<file path="src/rtl/thr_pkg.sv">
package thr_pkg;

    localparam logic [7:0] A_PM      = 8'h80;
    localparam logic [7:0] A_IRQ_LEN = 8'h8C;
    localparam logic [7:0] A_VID_LEN = 8'h8D;
    localparam logic [7:0] A_RUN_CNT = 8'h94;
    localparam logic [7:0] A_SUS_CNT = 8'h95;
    localparam logic [7:0] A_CFG     = 8'h96;

    localparam int NUM_SPD = 2;
    localparam int SPD_IRQ = 0;
    localparam int SPD_VID = 1;

    typedef enum logic [1:0] {
        PH_IDLE = 2'd0,
        PH_RUN  = 2'd1,
        PH_SUSP = 2'd2
    } phase_e;

    typedef struct packed {
        phase_e     ph;
        logic [7:0] rem;
    } step_t;

    typedef struct packed {
        logic gpm;
        logic irq_spd;
        logic vid_spd;
    } pm_t;

    // Choose the phase that follows a boundary; zero-length phases are skipped.
    function automatic step_t next_step(input logic to_susp,
                                        input logic [7:0] run_c,
                                        input logic [7:0] sus_c);
        step_t s;
        s.ph  = PH_IDLE;
        s.rem = '0;
        if (to_susp) begin
            if (sus_c != 8'd0) begin
                s.ph = PH_SUSP; s.rem = sus_c;
            end else if (run_c != 8'd0) begin
                s.ph = PH_RUN;  s.rem = run_c;
            end
        end else begin
            if (run_c != 8'd0) begin
                s.ph = PH_RUN;  s.rem = run_c;
            end else if (sus_c != 8'd0) begin
                s.ph = PH_SUSP; s.rem = sus_c;
            end
        end
        return s;
    endfunction

endpackage

</file>
<file path="src/rtl/thr_prescaler.sv">
module thr_prescaler #(
    parameter int TICK_DIV = 1600,
    parameter int MS_TICKS = 31
) (
    input  logic clk,
    input  logic rst,
    output logic tick,
    output logic ms
);
    localparam int PRE_W = (TICK_DIV > 1) ? $clog2(TICK_DIV) : 1;
    localparam int MS_W  = (MS_TICKS > 1) ? $clog2(MS_TICKS) : 1;
    localparam logic [PRE_W-1:0] PRE_LAST = PRE_W'(TICK_DIV - 1);
    localparam logic [MS_W-1:0]  MS_LAST  = MS_W'(MS_TICKS - 1);

    logic [PRE_W-1:0] pre_q;
    logic [MS_W-1:0]  ms_q;

    assign tick = (pre_q == PRE_LAST);
    assign ms   = tick && (ms_q == MS_LAST);

    always_ff @(posedge clk) begin
        if (rst) begin
            pre_q <= '0;
            ms_q  <= '0;
        end else begin
            pre_q <= tick ? '0 : pre_q + 1'b1;
            if (tick) ms_q <= (ms_q == MS_LAST) ? '0 : ms_q + 1'b1;
        end
    end
endmodule

</file>
<file path="src/rtl/thr_spd_timer.sv">
module thr_spd_timer (
    input  logic       clk,
    input  logic       rst,
    input  logic       trig,
    input  logic [7:0] load,
    input  logic       ms,
    output logic [7:0] cnt
);
    always_ff @(posedge clk) begin
        if (rst)                      cnt <= '0;
        else if (trig)                cnt <= load;
        else if (ms && cnt != 8'd0)   cnt <= cnt - 8'd1;
    end
endmodule

</file>
<file path="src/rtl/thr_modulator.sv">
module thr_modulator
    import thr_pkg::*;
(
    input  logic       clk,
    input  logic       rst,
    input  logic       en,
    input  logic       tick,
    input  logic [7:0] run_cnt,
    input  logic [7:0] sus_cnt,
    output logic       in_susp,
    output logic       active
);
    phase_e     ph_q;
    logic [7:0] rem_q;
    step_t      nxt;

    always_comb begin
        nxt.ph  = ph_q;
        nxt.rem = rem_q;
        if (!en) begin
            nxt.ph  = PH_IDLE;
            nxt.rem = '0;
        end else begin
            case (ph_q)
                PH_IDLE: nxt = next_step(1'b0, run_cnt, sus_cnt);
                PH_RUN: if (tick) begin
                    if (rem_q <= 8'd1) nxt = next_step(1'b1, run_cnt, sus_cnt);
                    else               nxt.rem = rem_q - 8'd1;
                end
                PH_SUSP: if (tick) begin
                    if (rem_q <= 8'd1) nxt = next_step(1'b0, run_cnt, sus_cnt);
                    else               nxt.rem = rem_q - 8'd1;
                end
                default: begin
                    nxt.ph  = PH_IDLE;
                    nxt.rem = '0;
                end
            endcase
        end
    end

    always_ff @(posedge clk) begin
        if (rst) begin
            ph_q  <= PH_IDLE;
            rem_q <= '0;
        end else begin
            ph_q  <= nxt.ph;
            rem_q <= nxt.rem;
        end
    end

    assign in_susp = (ph_q == PH_SUSP);
    assign active  = (ph_q != PH_IDLE);
endmodule

</file>
<file path="src/rtl/susp_throttle.sv">
module susp_throttle
    import thr_pkg::*;
#(
    parameter int TICK_DIV = 1600,
    parameter int MS_TICKS = 31
) (
    input  logic       clk,
    input  logic       rst,
    input  logic       wr_en,
    input  logic [7:0] wr_addr,
    input  logic [7:0] wr_data,
    input  logic       irq_evt,
    input  logic       vid_evt,
    output logic       susp_n
);
    logic [7:0] run_cnt_q, sus_cnt_q, irq_len_q, vid_len_q;
    logic       mod_en_q;
    pm_t        pm_q;

    always_ff @(posedge clk) begin
        if (rst) begin
            run_cnt_q <= '0;
            sus_cnt_q <= '0;
            irq_len_q <= '0;
            vid_len_q <= '0;
            mod_en_q  <= 1'b0;
            pm_q      <= '0;
        end else if (wr_en) begin
            case (wr_addr)
                A_RUN_CNT: run_cnt_q <= wr_data;
                A_SUS_CNT: sus_cnt_q <= wr_data;
                A_IRQ_LEN: irq_len_q <= wr_data;
                A_VID_LEN: vid_len_q <= wr_data;
                A_CFG:     mod_en_q  <= wr_data[0];
                A_PM: begin
                    pm_q.gpm     <= wr_data[0];
                    pm_q.irq_spd <= wr_data[3];
                    pm_q.vid_spd <= wr_data[4];
                end
                default: ;
            endcase
        end
    end

    logic tick, ms;

    thr_prescaler #(.TICK_DIV(TICK_DIV), .MS_TICKS(MS_TICKS)) u_pre (
        .clk(clk), .rst(rst), .tick(tick), .ms(ms)
    );

    logic [NUM_SPD-1:0] spd_trig;
    logic [NUM_SPD-1:0] spd_busy;
    logic [7:0]         spd_load [NUM_SPD];
    logic [7:0]         spd_cnt  [NUM_SPD];

    assign spd_trig[SPD_IRQ] = irq_evt && pm_q.gpm && pm_q.irq_spd;
    assign spd_trig[SPD_VID] = vid_evt && pm_q.gpm && pm_q.vid_spd;
    assign spd_load[SPD_IRQ] = irq_len_q;
    assign spd_load[SPD_VID] = vid_len_q;

    for (genvar i = 0; i < NUM_SPD; i++) begin : g_spd
        thr_spd_timer u_tmr (
            .clk(clk), .rst(rst), .trig(spd_trig[i]),
            .load(spd_load[i]), .ms(ms), .cnt(spd_cnt[i])
        );
        assign spd_busy[i] = (spd_cnt[i] != 8'd0);
    end

    logic in_susp, active;

    thr_modulator u_mod (
        .clk(clk), .rst(rst), .en(mod_en_q), .tick(tick),
        .run_cnt(run_cnt_q), .sus_cnt(sus_cnt_q),
        .in_susp(in_susp), .active(active)
    );

    assign susp_n = !(in_susp && (spd_busy == '0));
endmodule

</file>
<file path="config.mk">
export PLATFORM = sky130hd
export DESIGN_NAME = susp_throttle
export DESIGN_NICKNAME = d
export VERILOG_FILES = /design/src/rtl/thr_pkg.sv /design/src/rtl/thr_prescaler.sv /design/src/rtl/thr_spd_timer.sv /design/src/rtl/thr_modulator.sv /design/src/rtl/susp_throttle.sv
export SDC_FILE = /design/constraint.sdc
export NUM_CORES = 1
export LEC_CHECK = 0
export ABC_AREA = 1
export BUFFER_PORTS_ARGS = -buffer_cell sky130_fd_sc_hd__buf_4
export CORE_MARGIN = 1
export CORE_UTILIZATION = 35
export CTS_CLUSTER_DIAMETER = 80
export DETAILED_ROUTE_END_ITERATION = 6
export GPL_TIMING_DRIVEN = 0
export HOLD_SLACK_MARGIN = 0.1
export MAX_ROUTING_LAYER = met4
export SLEW_MARGIN = 0
export SYNTH_ARGS = -nofsm -noshare
export SYNTH_HDL_FRONTEND = slang
export SYNTH_SLANG_ARGS = --single-unit
</file>
<file path="constraint.sdc">
create_clock -name clk -period 2.9 [get_ports clk]
set_input_delay 0.435 -clock clk [delete_from_list [all_inputs] [get_ports clk]]
set_output_delay 0.435 -clock clk [all_outputs]
set_load 0.03 [all_outputs]
</file>
==> impl_metrics.json <==
{
  "status": "finished clean",
  "ant_nets": 0,
  "cts_buffers": 9,
  "clock_latency_ns": 0.33,
  "fp.dieW_um": 111,
  "gp_congestion": 0.889,
  "wl_per_cell_um": 12.9,
  "grt_pass1_vias": 3595,
  "cts_resized": 0,
  "cts_tree": "built",
  "hold_viol": 0,
  "critPathArrivalTime_ns": 1.94,
  "drive_gt1_share_pct": 9.83,
  "grtUsageTotal_pct": 17.7,
  "holdBufCountCts": 0,
  "syn_area_sq_um": 4170,
  "cts_setup_buffers": 0,
  "routed_wirelength_mm": 10.3,
  "core-area_sq_um": 11500,
  "multi_input_area_sq_um": 2270,
  "crit_slowest_cell": "dfxtp_1",
  "drt_iter0_drc": 255,
  "regArea_sq_um": 1560,
  "powerDensity_nw_per_um2": 467,
  "rows": 39,
  "syn_inst": 615,
  "seq_area_frac_synth_pct": 37.4,
  "endpoint_kind": "primary output",
  "ys_async_sr_fraction_pct": 0,
  "setup_viol": 0,
  "port_buffers": 20,
  "ir_drop_mv": 0.244,
  "drc": 0,
  "max_clock_freq_mhz": 421,
  "drv_cap": 0,
  "htreeDepth": 3,
  "clk_pin_slew_ns": 0.06,
  "clk_path_buf_depth": 2,
  "via_per_inst": 4.94,
  "synth-edff-count": 0,
  "num_antenna_cells": 0,
  "cts_root_buffer": "clkbuf_16",
  "fin_nets": 674,
  "clock_skew_ns": 0.00797,
  "final_max_slew_viol_count": 0,
  "start_util_pct": 36.2,
  "crit_required_ns": 2.47,
  "period_share_pct": 81.9,
  "worstPathMaxFanout": 4,
  "die_h_um": 111,
  "power_uw": 2240,
  "ys_seq_elements": 78,
  "synth_nets": 643,
  "grt_overflow": 0,
  "yosysWarnings": 0,
  "layout.cells.most_common": "nand2_1",
  "drt-pass1-iter-count": 5,
  "die_area_sq_um": 12400,
  "final_cell_mix": "nand2_1, nor2_1, dfxtp_1",
  "power.leakage_uw": 0.00201,
  "cts.sinks": 78,
  "slew_headroom_pct": 54.2,
  "post-route-util_pct": 41.6,
  "dominantRegCellSynth": "dfxtp_1",
  "critPathKind": "register to primary output",
  "holdCritPathClass": "input port to register",
  "slowest_delay_ns": 0.31,
  "timing.setup.tns_ns": 0,
  "cp-start-kind": "register",
  "grt_pass1_wl_mm": 17.1,
  "rsz0062_at_grt": "false",
  "synth_cell_types": 35,
  "vias": 3925,
  "fillCellCount": 1224,
  "syn2layout_area_growth_pct": 14.8,
  "path_cells": "inv_1 > ha_1 > nand4_1 > or2_0 > nor2_2 > nand3_1 > buf_4",
  "avgSynthCellArea_sq_um": 6.78,
  "fin_crit_ns": 2.38,
  "pin_count": 22,
  "worstMarginPinSlew_ns": 0.684,
  "antenna_found_initial": 0,
  "dpl.hpwl_mm": 7.79,
  "grt_max_degree": 14
}
through the flow:
| stage | setup WS [ns] | hold slack, ns | cells | instance area (sq um) |
|---|---|---|---|---|
| after floorplan | 1.06 | 0.418 | 615 | 4170 |
| after global placement | 0.832 | 0.431 | 778 | 4500 |
| after detailed placement | 0.813 | 0.435 | 778 | 4500 |
| after CTS | 0.518 | 0.400 | 794 | 4790 |
| after global routing | 0.380 | 0.403 | 794 | 4790 |
| final | 0.524 | 0.403 | 794 | 4790 |
critical path: cells and delay by family (launching register included):
family        cells  cell delay, ns
buf+inv           2            0.34
simple gates      4            0.74
flops             1            0.31
fa+ha+maj         1            0.22
cells by family after synthesis:
group,after synthesis,synth area share (%)
flip-flops,78,37.4
XOR/XNOR,17,3.57
AO/OA/AOI/OAI,119,15.8
buffers and inverters,87,8.28
AND/OR/NAND/NOR,307,32.8
adder cells (fa/ha/maj),7,2.10
power breakdown:
group,switching [uW],internal (uW),leakage (uW)
Clock,437,630,0.000139
Sequential,2.94,1080,0.000629
Combinational,58.6,34.1,0.00124
Total,498,1740,0.00201
per-layer routing:
layer	vias to the layer above	part of all wire (%)	GRT usage (%)
met3	10	3.6	3.34
met5	-	0	-
met1	1770	49	23.1
li1	2071	-	-
met4	0	0.82	5.77
met2	74	46	27.5
final timing paths:
check	from	to	slack (ns)	cells past startpoint
hold reg to reg	u_pre.pre_q[0]	u_pre.pre_q[0]	0.44	1
setup reg to reg	u_mod.rem_q[0]	u_mod.rem_q[3]	0.84	11
hold / removal	wr_data[4]	vid_len_q[4]	0.40	3
setup / recovery	g_spd[1].u_tmr.cnt[0]	susp_n	0.52	7
synthesized netlist by cell type, types with 2 or more instances:
master / number / area share [%]
nand2_1: 124 / 11
o31ai_1: 2 / 0.36
inv_1: 71 / 6.4
nor2_2: 6 / 0.90
nand4_1: 10 / 1.5
nor2_1: 88 / 7.9
nand3b_1: 2 / 0.36
xnor2_1: 5 / 1.0
or2_2: 3 / 0.45
a21oi_1: 58 / 7.0
a211oi_2: 2 / 0.60
dfxtp_1: 78 / 37
nor4_4: 2 / 1.0
xor2_1: 12 / 2.5
a211oi_1: 6 / 1.1
nor3b_1: 2 / 0.36
nor3_1: 3 / 0.36
o21ai_0: 47 / 5.6
ha_1: 7 / 2.1
o21ai_4: 2 / 0.78
inv_2: 2 / 0.18
nand2_4: 3 / 0.81
buf_6: 2 / 0.54
nand3_1: 59 / 7.1
clkbuf_1: 8 / 0.72
buf_2: 2 / 0.24
flip-flops by register name, summed over array words and instances, names as in the netlist:
name	flops
g_spd.u_tmr.cnt	16
irq_len_q	8
mod_en_q	1
pm_q	3
run_cnt_q	8
sus_cnt_q	8
u_mod.ph_q	2
u_mod.rem_q	8
u_pre.ms_q	5
u_pre.pre_q	11
vid_len_q	8
area by class of cell:
| class | instances | share of cell area, % |
|---|---|---|
| tap | 143 | 3.74 |
| multi-input combinational | 450 | 47.3 |
| timing repair buffer | 20 | 3.14 |
| inverter | 74 | 5.83 |
| clock buffer | 12 | 5.36 |
| sequential | 78 | 32.6 |
| buffer | 13 | 1.38 |
| clock inverter | 4 | 0.627 |
Note: power is estimated with default switching activity, not from simulation.
